File: src/rtl/gpio_irq_pkg.sv
package gpio_irq_pkg;

    typedef enum logic [2:0] {
        TRIG_FALL,
        TRIG_RISE,
        TRIG_BOTH,
        TRIG_LVL_LO,
        TRIG_LVL_HI
    } trig_e;

    typedef enum logic {
        PH_WARM,
        PH_LIVE
    } phase_e;

    typedef enum logic [2:0] {
        SEL_EN,
        SEL_T0,
        SEL_T1,
        SEL_T2,
        SEL_STS,
        SEL_NONE
    } regsel_e;

    localparam int OFS_ENABLE = 'h00;
    localparam int OFS_TYPE0  = 'h04;
    localparam int OFS_TYPE1  = 'h08;
    localparam int OFS_TYPE2  = 'h0C;
    localparam int OFS_STATUS = 'h10;

    // type1 selects level operation; otherwise type2 selects both edges.
    function automatic trig_e trig_decode(input logic t0, input logic t1, input logic t2);
        if (t1)
            return t0 ? TRIG_LVL_HI : TRIG_LVL_LO;
        else if (t2)
            return TRIG_BOTH;
        else if (t0)
            return TRIG_RISE;
        else
            return TRIG_FALL;
    endfunction

endpackage

File: src/rtl/gpio_irq_sync.sv
module gpio_irq_sync
    import gpio_irq_pkg::*;
#(
    parameter int NPINS       = 32,
    parameter int SYNC_STAGES = 2
) (
    input  logic             clk_i,
    input  logic             rst_i,
    input  logic [NPINS-1:0] pins_i,
    output logic [NPINS-1:0] smp_o,
    output logic [NPINS-1:0] prev_o,
    output logic             live_o
);
    localparam int CW = $clog2(SYNC_STAGES + 1);

    logic [NPINS-1:0] stg_q [SYNC_STAGES];
    logic [NPINS-1:0] prev_q;
    phase_e           phase_q, phase_d;
    logic [CW-1:0]    cnt_q, cnt_d;

    // Synchronizer chain plus the previous-sample register.
    always_ff @(posedge clk_i) begin
        if (rst_i) begin
            for (int s = 0; s < SYNC_STAGES; s++) stg_q[s] <= '0;
            prev_q <= '0;
        end else begin
            stg_q[0] <= pins_i;
            for (int s = 1; s < SYNC_STAGES; s++) stg_q[s] <= stg_q[s-1];
            prev_q <= stg_q[SYNC_STAGES-1];
        end
    end

    // Phase machine: state register.
    always_ff @(posedge clk_i) begin
        if (rst_i) begin
            phase_q <= PH_WARM;
            cnt_q   <= '0;
        end else begin
            phase_q <= phase_d;
            cnt_q   <= cnt_d;
        end
    end

    // Phase machine: next state. WARM lasts until prev_q holds a real sample.
    always_comb begin
        phase_d = phase_q;
        cnt_d   = cnt_q;
        unique case (phase_q)
            PH_WARM: begin
                if (cnt_q == CW'(SYNC_STAGES))
                    phase_d = PH_LIVE;
                else
                    cnt_d = cnt_q + 1'b1;
            end
            PH_LIVE: phase_d = PH_LIVE;
            default: phase_d = PH_WARM;
        endcase
    end

    // Outputs.
    always_comb begin
        live_o = (phase_q == PH_LIVE);
        smp_o  = stg_q[SYNC_STAGES-1];
        prev_o = prev_q;
    end

    p_live_sticky_r9: assert property (@(posedge clk_i) disable iff (rst_i)
        live_o |=> live_o);

    p_warm_sample_r9: assert property (@(posedge clk_i) disable iff (rst_i)
        $rose(live_o) |-> (prev_q == $past(smp_o)));

endmodule

File: src/rtl/gpio_irq_cell.sv
module gpio_irq_cell
    import gpio_irq_pkg::*;
(
    input  logic clk_i,
    input  logic rst_i,
    input  logic live_i,
    input  logic smp_i,
    input  logic prev_i,
    input  logic t0_i,
    input  logic t1_i,
    input  logic t2_i,
    input  logic clr_i,
    output logic sts_o
);
    trig_e mode;
    logic  hit_raw;
    logic  hit;

    always_comb mode = trig_decode(t0_i, t1_i, t2_i);

    always_comb begin
        unique case (mode)
            TRIG_FALL:   hit_raw = prev_i & ~smp_i;
            TRIG_RISE:   hit_raw = ~prev_i & smp_i;
            TRIG_BOTH:   hit_raw = prev_i ^ smp_i;
            TRIG_LVL_LO: hit_raw = ~smp_i;
            TRIG_LVL_HI: hit_raw = smp_i;
            default:     hit_raw = 1'b0;
        endcase
        hit = live_i & hit_raw;
    end

    // A trigger outranks a clear in the same cycle.
    always_ff @(posedge clk_i) begin
        if (rst_i)       sts_o <= 1'b0;
        else if (hit)    sts_o <= 1'b1;
        else if (clr_i)  sts_o <= 1'b0;
    end

    p_fall_set_r2: assert property (@(posedge clk_i) disable iff (rst_i)
        (live_i && !t1_i && !t2_i && !t0_i && prev_i && !smp_i) |=> sts_o);

    p_rise_set_r3: assert property (@(posedge clk_i) disable iff (rst_i)
        (live_i && !t1_i && !t2_i && t0_i && !prev_i && smp_i) |=> sts_o);

    p_level_hold_r5: assert property (@(posedge clk_i) disable iff (rst_i)
        (live_i && t1_i && (t0_i == smp_i)) |=> sts_o);

    p_clear_only_r6: assert property (@(posedge clk_i) disable iff (rst_i)
        $fell(sts_o) |-> $past(clr_i));

    p_warm_quiet_r9: assert property (@(posedge clk_i) disable iff (rst_i)
        !live_i |=> !$rose(sts_o));

endmodule

File: src/rtl/gpio_irq_regs.sv
module gpio_irq_regs
    import gpio_irq_pkg::*;
#(
    parameter int NPINS  = 32,
    parameter int ADDR_W = 5
) (
    input  logic              clk_i,
    input  logic              rst_i,
    input  logic              wr_en_i,
    input  logic [ADDR_W-1:0] addr_i,
    input  logic [NPINS-1:0]  wdata_i,
    input  logic [NPINS-1:0]  sts_i,
    output logic [NPINS-1:0]  en_o,
    output logic [NPINS-1:0]  t0_o,
    output logic [NPINS-1:0]  t1_o,
    output logic [NPINS-1:0]  t2_o,
    output logic [NPINS-1:0]  clr_o,
    output logic [NPINS-1:0]  rdata_o
);
    regsel_e          sel;
    logic [NPINS-1:0] en_q, t0_q, t1_q, t2_q;

    always_comb begin
        sel = SEL_NONE;
        if      (addr_i == ADDR_W'(OFS_ENABLE)) sel = SEL_EN;
        else if (addr_i == ADDR_W'(OFS_TYPE0))  sel = SEL_T0;
        else if (addr_i == ADDR_W'(OFS_TYPE1))  sel = SEL_T1;
        else if (addr_i == ADDR_W'(OFS_TYPE2))  sel = SEL_T2;
        else if (addr_i == ADDR_W'(OFS_STATUS)) sel = SEL_STS;
    end

    always_ff @(posedge clk_i) begin
        if (rst_i) begin
            en_q <= '0;
            t0_q <= '0;
            t1_q <= '0;
            t2_q <= '0;
        end else if (wr_en_i) begin
            unique case (sel)
                SEL_EN:            en_q <= wdata_i;
                SEL_T0:            t0_q <= wdata_i;
                SEL_T1:            t1_q <= wdata_i;
                SEL_T2:            t2_q <= wdata_i;
                SEL_STS, SEL_NONE: ;
                default:           ;
            endcase
        end
    end

    always_comb begin
        clr_o = (wr_en_i && sel == SEL_STS) ? wdata_i : '0;
        en_o  = en_q;
        t0_o  = t0_q;
        t1_o  = t1_q;
        t2_o  = t2_q;
        unique case (sel)
            SEL_EN:   rdata_o = en_q;
            SEL_T0:   rdata_o = t0_q;
            SEL_T1:   rdata_o = t1_q;
            SEL_T2:   rdata_o = t2_q;
            SEL_STS:  rdata_o = sts_i;
            SEL_NONE: rdata_o = '0;
            default:  rdata_o = '0;
        endcase
    end

    p_wr_type1_r1: assert property (@(posedge clk_i) disable iff (rst_i)
        (wr_en_i && sel == SEL_T1) |=> (t1_q == $past(wdata_i)));

    p_wr_enable_r1: assert property (@(posedge clk_i) disable iff (rst_i)
        (wr_en_i && sel == SEL_EN) |=> (en_q == $past(wdata_i)));

    p_reset_zero_r10: assert property (@(posedge clk_i)
        rst_i |=> (en_q == '0 && t0_q == '0 && t1_q == '0 && t2_q == '0));

endmodule

File: src/rtl/gpio_irq_bank.sv
module gpio_irq_bank
    import gpio_irq_pkg::*;
#(
    parameter int NPINS       = 32,
    parameter int ADDR_W      = 5,
    parameter int SYNC_STAGES = 2
) (
    input  logic              clk_i,
    input  logic              rst_i,
    input  logic [NPINS-1:0]  pins_i,
    input  logic              wr_en_i,
    input  logic [ADDR_W-1:0] addr_i,
    input  logic [NPINS-1:0]  wdata_i,
    output logic [NPINS-1:0]  rdata_o,
    output logic              irq_o
);
    logic [NPINS-1:0] smp, prev, sts, en, t0, t1, t2, clr;
    logic             live;

    gpio_irq_sync #(.NPINS(NPINS), .SYNC_STAGES(SYNC_STAGES)) u_sync (
        .clk_i  (clk_i),
        .rst_i  (rst_i),
        .pins_i (pins_i),
        .smp_o  (smp),
        .prev_o (prev),
        .live_o (live)
    );

    gpio_irq_regs #(.NPINS(NPINS), .ADDR_W(ADDR_W)) u_regs (
        .clk_i   (clk_i),
        .rst_i   (rst_i),
        .wr_en_i (wr_en_i),
        .addr_i  (addr_i),
        .wdata_i (wdata_i),
        .sts_i   (sts),
        .en_o    (en),
        .t0_o    (t0),
        .t1_o    (t1),
        .t2_o    (t2),
        .clr_o   (clr),
        .rdata_o (rdata_o)
    );

    for (genvar p = 0; p < NPINS; p++) begin : g_pin
        gpio_irq_cell u_cell (
            .clk_i  (clk_i),
            .rst_i  (rst_i),
            .live_i (live),
            .smp_i  (smp[p]),
            .prev_i (prev[p]),
            .t0_i   (t0[p]),
            .t1_i   (t1[p]),
            .t2_i   (t2[p]),
            .clr_i  (clr[p]),
            .sts_o  (sts[p])
        );
    end

    always_comb irq_o = |(sts & en);

    p_irq_needs_en_r7: assert property (@(posedge clk_i) disable iff (rst_i)
        irq_o |-> (en != '0));

    p_irq_needs_sts_r7: assert property (@(posedge clk_i) disable iff (rst_i)
        irq_o |-> (sts != '0));

endmodule

File: config.mk
export PLATFORM = sky130hd
export DESIGN_NAME = gpio_irq_bank
export DESIGN_NICKNAME = d
export VERILOG_FILES = /design/src/rtl/gpio_irq_pkg.sv /design/src/rtl/gpio_irq_sync.sv /design/src/rtl/gpio_irq_cell.sv /design/src/rtl/gpio_irq_regs.sv /design/src/rtl/gpio_irq_bank.sv
export SDC_FILE = /design/constraint.sdc
export NUM_CORES = 1
export LEC_CHECK = 0
export CAP_MARGIN = 0
export CELL_PAD_IN_SITES_DETAIL_PLACEMENT = 0
export CELL_PAD_IN_SITES_GLOBAL_PLACEMENT = 2
export CORE_ASPECT_RATIO = 1.4
export CORE_MARGIN = 2
export CORE_UTILIZATION = 40
export DETAILED_ROUTE_END_ITERATION = 6
export PLACE_DENSITY = 0.88
export REMOVE_ABC_BUFFERS = 1
export SETUP_SLACK_MARGIN = 0.1
export SKIP_LAST_GASP = 1
export SLEW_MARGIN = 20
export SYNTH_ARGS = -nofsm -noshare
export SYNTH_HDL_FRONTEND = slang
export SYNTH_HIERARCHICAL = 1
export SYNTH_SLANG_ARGS = --single-unit
File: constraint.sdc
create_clock -name clk_i -period 3.5 [get_ports clk_i]
set_input_delay 0.35 -clock clk_i [delete_from_list [all_inputs] [get_ports clk_i]]
set_output_delay 0.35 -clock clk_i [all_outputs]
set_load 0.005 [all_outputs]
== Yosys cells after proc, flatten, opt, wreduce, memory -nomap -nowiden ==
Memories as Yosys holds them, arrays and structs flattened.
Cells that the tools add are included.
Word-level totals
  input port bits: 72
  memory bits (writable): 64
  register bits after elaboration: 195
  output and inout port bits: 33
  memories kept: 1
Memory list
  u_sync.stg_q: words 2, bits a word 32, read ports 2, clocked after memory_dff 0, write ports 2, line gpio_irq_sync.sv:16  | logic [NPINS-1:0] stg_q [SYNC_STAGES];
Operators by class
  mux-type cells: 238
  bitwise operators: 197
  reduce and logical (&&, ||, !) cells: 73
  $add $sub $neg: 1
  equality and inequality tests: 137
Operators by type and width (count)
  3-bit two-way mux: 100
  3-bit by 2-bit == test with 1-bit output (second input constant): 66
  1-bit case mux with 5 select lines: 32
  32-bit case mux with 5 select lines: 1
  1-bit two-way mux: 101
  3-bit by 1-bit == test with 1-bit output (second input constant): 33
  3-bit == test (second input constant): 33
  3-bit zero test: 33
  1-bit AND: 96
  32-bit two-way mux: 3
  1-bit NOT: 66
  2-bit nonzero test: 32
  32-bit AND: 1
  32-bit OR reduction: 1
  1-bit XOR: 32
  5-bit by 4-bit == test with 1-bit output (second input constant): 2
  2-bit AND reduction: 5
  5-bit by 3-bit == test with 1-bit output (second input constant): 1
  5-bit == test (second input constant): 1
  5-bit zero test: 1
  2-bit by 1-bit adder with 2-bit output (second input constant): 1
  2-bit == test (second input constant): 1
  1-bit bitwise OR: 2
  1-bit case mux with 2 select lines: 1
  1-bit logical AND: 1

== Longest topological paths before layout ==
Gate-level depths: netlist of run 1.
  depth in word-level cells: 11
  mapped depth: 8
  gate-level depth less buffers: 6

== Hierarchy ==
The synthesis of run 1 kept the hierarchy.
Modules (own cells, without submodules)
  gpio_irq_regs: area each 6925.4 um2, times used 1, seq. area each 2562.5 um2, cells an instance 843
  gpio_irq_cell: area each 117.6 um2, times used 32, seq. area each 20.0 um2, cells an instance 13
  gpio_irq_sync: area each 2949.1 um2, times used 1, seq. area each 1981.9 um2, cells an instance 248
  gpio_irq_bank: area each 157.7 um2, times used 1, seq. area each 0.0 um2, cells an instance 21

== Least setup slack after synthesis of run 1 ==
Ideal clock, no wire load.
  kind: register to register
  from: register u_sync.phase_q (netlist: u_sync/live_o)
  to: register g_pin[0].u_cell.sts_o
  data required time: 3.428 ns
  setup time: 0.072 ns
  buffers on the path: 0
  cell stages (with the launch flop): 4
  arrival time: 1.620 ns
  path slack: 1.808 ns
  period minus slack after synthesis: 1.692 ns
  path through: dfxtp_1 > nor3b_1 > o211ai_2 > o21ai_1
Between the ends
  cells in the longest elaborated chain, start to end: 2
  elaborated cells between the ends (all ways): 3
RTL lines
  from (decl): line gpio_irq_sync.sv:18  | phase_e phase_q, phase_d;
  from (signal assigned): line gpio_irq_sync.sv:39  | phase_q <= phase_d;
  1-bit AND *: line gpio_irq_cell.sv:30  | hit = live_i & hit_raw;
  1-bit two-way mux or 2-bit nonzero test (tied branches)
  to (signal assigned): line gpio_irq_cell.sv:35  | if (rst_i) sts_o <= 1'b0;
  to (signal assigned): line gpio_irq_cell.sv:36  | else if (hit) sts_o <= 1'b1;
  to (signal assigned): line gpio_irq_cell.sv:37  | else if (clr_i) sts_o <= 1'b0;
  to (decl): line gpio_irq_cell.sv:13  | output logic sts_o
Mark *: on every way between the ends. The rest lies on a longest branch, timed or not.
A chain may end at the register's enable or synchronous reset.

== Worst setup path in the final report of run 1 ==
  from: input addr_i[4]
  to: output rdata_o[4]
Between the ends
  cells in the longest elaborated chain, start to end: 8
  elaborated cells between the ends (all ways): 16
RTL lines
  from (decl): line gpio_irq_bank.sv:12  | input logic [ADDR_W-1:0] addr_i,
  5-bit == test: line gpio_irq_regs.sv:29  | else if (addr_i == ADDR_W'(OFS_STATUS)) sel = SEL_STS;
  1-bit two-way mux: line gpio_irq_regs.sv:29
  3-bit two-way mux: line gpio_irq_regs.sv:28  | else if (addr_i == ADDR_W'(OFS_TYPE2)) sel = SEL_T2;
  3-bit two-way mux: line gpio_irq_regs.sv:27  | else if (addr_i == ADDR_W'(OFS_TYPE1)) sel = SEL_T1;
  3-bit two-way mux: line gpio_irq_regs.sv:26  | else if (addr_i == ADDR_W'(OFS_TYPE0)) sel = SEL_T0;
  3-bit two-way mux *: line gpio_irq_regs.sv:25  | if (addr_i == ADDR_W'(OFS_ENABLE)) sel = SEL_EN;
  3-bit == test, or another cell as far along: line gpio_irq_regs.sv:56  | unique case (sel)
  32-bit case mux with 5 select lines *: line gpio_irq_regs.sv:56
  to (decl): line gpio_irq_bank.sv:14  | output logic [NPINS-1:0] rdata_o,
Marks and branches as above.

==> flow_metrics.tcl, run 1 <==
set metrics [dict create \
    clock-sinks 259 \
    number_of_input_and_output_port_buffers_inserted 104 \
    outcome "finished, final reports clean" \
    cts_setup_buffers 0 \
    netlist_top_cells_area "sky130_fd_sc_hd__dfxtp_1, sky130_fd_sc_hd__ha_1, sky130_fd_sc_hd__mux2i_1, sky130_fd_sc_hd__nand3_1, sky130_fd_sc_hd__nand2b_1" \
    tritoncts "yes" \
    critical_path_fanout_max 22 \
    setup_total_negative_slack_ps 0 \
    post_synth_mux_area_share 0.08280 \
    routed_wirelength_um 38850 \
    clkTransAtPathRegs_ps 60 \
    first_pass_grt_wire_length_um 61070 \
    post-synth-top-area-cell "sky130_fd_sc_hd__dfxtp_1" \
    cp.arrival_ps 2770 \
    p_leak_nw 5.633 \
    worst-endpoint-required_ps 3150 \
    critical_path_class "input port to output pin" \
    post_drt_wl_per_cell_um 19.07 \
    drv.max_cap_violation_count 0 \
    cp-start-kind "input port" \
    report.final.setup_viol 0 \
    synth_simple_gate_area_frac 0.2500 \
    cts_repair_resize_count 0 \
    syn2layout_area_growth_pct 15.71 \
    fp.dieW_um 161.0 \
    io-pin-count 105 \
    die_area_um2 36010 \
    drt_iter0_drc 828 \
    maxSlewHeadroom 0.5074 \
    via_per_inst 5.445 \
    drt_pre_antenna_iters 4 \
    power_density_nw_per_um2 423.3 \
    hold_violations 0 \
    ys_warn_count 6 \
    synth_top_area_share 0.3758 \
    fraction_of_the_yosys_area_taken_by_sequential_cells 0.3758 \
    global_route.usage.total 0.2128 \
    power_mw 6.757 \
    drive_gt1_frac 0.1003 \
    grt_start_max_net_pins 100 \
    postSynthAreaPerCell_um2 9.029 \
    synth_top_family_by_area "simple AND/OR/NAND/NOR gates" \
    post-route-period-util 0.8911 \
    ys_seq_elements 259 \
    mappedNetlistArea_um2 13800 \
    gp_congestion 0.8011 \
    chipHeight_um 223.7 \
    drt_drc_violations_left 0 \
    netlist-cell-type-count 43 \
    worst_slew_pin_slew_ps 736.6 \
    floorplan.rows 80 \
    power.ir.vdd_worst_mv 0.2879 \
    antenna_found_initial 0 \
    cts_max_level 1 \
    route.antenna.remaining_nets 0 \
    timing.final.max_slew_violations 0 \
    first_global_vias 10810 \
    clock-root-buffer "sky130_fd_sc_hd__clkbuf_16" \
    clock_tree.buffer_depth 3 \
    cts_buffers 29 \
    synthAdderAreaFrac 0.05895 \
    antennaDiodeCount 0 \
    routed-via-count 11090 \
    grt_overflow 0 \
    clock_latency_late_sink_ps 560 \
    timing.fmax_mhz 320.6 \
    detailedPlacementHpwl_um 25010 \
    core_region_area_um2 34030 \
    synth_xor_xnor_area_share 0.02032 \
    fin_skew_ps 8.954 \
    min_period_ps 3119 \
    setup.worst_path.end_class "output pin" \
    final_nets 1703 \
    synth-compound-area-share 0.1301 \
    classification_of_the_worst_slack_hold_path "input port to flop" \
    post_synth_inst_count 1528 \
    effective_utilization_at_floorplan 0.4054 \
    grt_setup_unrepaired "false" \
    total_of_hold_buffers_inserted_after_clock_tree_synthesis 0 \
]
## layout make-up
cell class,count,area [um2]
fill,3283,18070
multi-input combinational,1036,7512
sequential,259,5186
timing repair buffer,142,1421
clock buffer,47,863.3
tap,451,564.3
inverter,98,367.9
clock inverter,4,47.55
## final timing paths
kind / startpoint / to / slack, ps / cells past startpoint
hold / removal: rst_i / u_sync/stg_q[0][13] / 170 / 2
hold reg to reg: u_sync/stg_q[0][12] / u_sync/stg_q[0][44] / 430 / 1
setup / recovery: addr_i[4] / rdata_o[4] / 380 / 6
setup reg to reg: u_sync/live_o / g_pin[9].u_cell/sts_o / 1900 / 4
## state kept, by name, indices dropped and copies added, names as in the netlist
name and cells:
g_pin.u_cell/sts_o 32, u_regs/en_o 32, u_regs/t0_o 32, u_regs/t1_o 32, u_regs/t2_o 32, u_sync/cnt_q 2
u_sync/live_o 1, u_sync/prev_o 32, u_sync/stg_q 64
## power by group
| part | switching [mW] | internal (mW) |
|---|---|---|
| Sequential | 0.0748 | 3.03 |
| Combinational | 0.382 | 0.288 |
| Clock | 1.24 | 1.74 |
| Total | 1.70 | 5.06 |
## cell usage in the layout, fill, tap and decap left out, types with 7 or more instances in the layout
cell and count:
sky130_fd_sc_hd__o211ai_2 32, sky130_fd_sc_hd__nand3b_1 32, sky130_fd_sc_hd__a21oi_1 66, sky130_fd_sc_hd__buf_4 30, sky130_fd_sc_hd__nor2b_1 95, sky130_fd_sc_hd__o21ai_1 33, sky130_fd_sc_hd__a32oi_1 32, sky130_fd_sc_hd__clkdlybuf4s50_1 101
sky130_fd_sc_hd__clkbuf_1 11, sky130_fd_sc_hd__nand2b_1 97, sky130_fd_sc_hd__inv_1 98, sky130_fd_sc_hd__buf_12 8, sky130_fd_sc_hd__o21ai_0 97, sky130_fd_sc_hd__dfxtp_1 258, sky130_fd_sc_hd__clkbuf_16 29, sky130_fd_sc_hd__nor3b_1 63
sky130_fd_sc_hd__nand3_1 127, sky130_fd_sc_hd__a22oi_1 15, sky130_fd_sc_hd__nand4_1 35, sky130_fd_sc_hd__ha_1 65, sky130_fd_sc_hd__mux2i_1 65, sky130_fd_sc_hd__clkbuf_8 7, sky130_fd_sc_hd__and3_1 34, sky130_fd_sc_hd__and2_1 32
sky130_fd_sc_hd__xnor2_1 32, sky130_fd_sc_hd__mux2_4 32, sky130_fd_sc_hd__nand2_1 32
## synthesized netlist by cell type
cell type,n
sky130_fd_sc_hd__buf_1,1
sky130_fd_sc_hd__nand3_1,127
sky130_fd_sc_hd__and4bb_2,1
sky130_fd_sc_hd__nand4bb_1,1
sky130_fd_sc_hd__nand2b_1,97
sky130_fd_sc_hd__buf_6,7
sky130_fd_sc_hd__dfxtp_1,259
sky130_fd_sc_hd__or3_1,2
sky130_fd_sc_hd__nor3_1,1
sky130_fd_sc_hd__nor3b_1,63
sky130_fd_sc_hd__o21ai_0,97
sky130_fd_sc_hd__buf_2,38
sky130_fd_sc_hd__and3_1,34
sky130_fd_sc_hd__clkbuf_2,7
sky130_fd_sc_hd__clkbuf_1,43
sky130_fd_sc_hd__or2_2,1
sky130_fd_sc_hd__a22oi_1,15
sky130_fd_sc_hd__mux2i_1,65
sky130_fd_sc_hd__nor2_2,1
sky130_fd_sc_hd__nor4_1,1
sky130_fd_sc_hd__nor2b_1,97
sky130_fd_sc_hd__nand3_4,1
sky130_fd_sc_hd__nor4b_4,1
sky130_fd_sc_hd__o21ai_1,33
sky130_fd_sc_hd__nand4_1,35
sky130_fd_sc_hd__mux2_4,32
sky130_fd_sc_hd__nor2_1,2
sky130_fd_sc_hd__a22oi_2,1
sky130_fd_sc_hd__buf_4,39
sky130_fd_sc_hd__or4_1,1
sky130_fd_sc_hd__ha_1,65
sky130_fd_sc_hd__o211ai_2,32
sky130_fd_sc_hd__nor2b_2,1
sky130_fd_sc_hd__xnor2_1,32
sky130_fd_sc_hd__nor3_2,1
sky130_fd_sc_hd__a22o_1,1
sky130_fd_sc_hd__mux2_2,1
sky130_fd_sc_hd__nand3b_1,32
sky130_fd_sc_hd__a21oi_1,66
sky130_fd_sc_hd__and2_1,32
sky130_fd_sc_hd__nand2_1,32
sky130_fd_sc_hd__a32oi_1,32
sky130_fd_sc_hd__inv_1,98
## layer usage
layer | vias to the layer above | track usage | share of wire
li1 | 5351 | - | -
met1 | 5427 | 0.2674 | 0.43
met2 | 251 | 0.3784 | 0.50
met3 | 62 | 0.02370 | 0.043
met4 | 0 | 0.07085 | 0.029
met5 | - | 0 | 0
## logic make-up (layout without fill, tap and decap cells)
family / after synthesis / in the layout
mux: 98 / 98
xor+xnor: 32 / 32
fa+ha+maj: 65 / 65
buf+inv: 233 / 291
flops: 259 / 259
compound gates: 277 / 277
simple gates: 564 / 564
## stage by stage
stage	hold WS (ps)	cell area [um2]	worst slack (ps)	cells	util
final	165.6	15960	381.1	2037	0.4690
after global routing	185.8	15960	368.2	2037	0.4690
after floorplan	413.8	13030	-347.3	1393	-
after detailed placement	424.2	15050	436.5	1986	0.4423
after global placement	415.0	15050	497.2	1986	0.4423
after CTS	170.5	15960	427.1	2037	0.4690
## critical path, stage by stage
cell	delay (ps)
sky130_fd_sc_hd__clkdlybuf4s50_1	800
sky130_fd_sc_hd__nor3_2	360
sky130_fd_sc_hd__buf_4	360
sky130_fd_sc_hd__o21ai_0	160
sky130_fd_sc_hd__nand4_1	200
sky130_fd_sc_hd__clkdlybuf4s50_1	530
(Power assumes the default switching activity.)
==> inputs of run 2 (changes only) <==
--- a/config.mk
+++ b/config.mk
@@ -12,6 +12,7 @@
 export CORE_MARGIN = 2
 export CORE_UTILIZATION = 40
 export DETAILED_ROUTE_END_ITERATION = 6
+export HOLD_SLACK_MARGIN = 0.1
 export PLACE_DENSITY = 0.88
 export REMOVE_ABC_BUFFERS = 1
 export SETUP_SLACK_MARGIN = 0.1
==> results of run 2 <==
No change in the layout: final DEF, timing and power equal those of run 1.
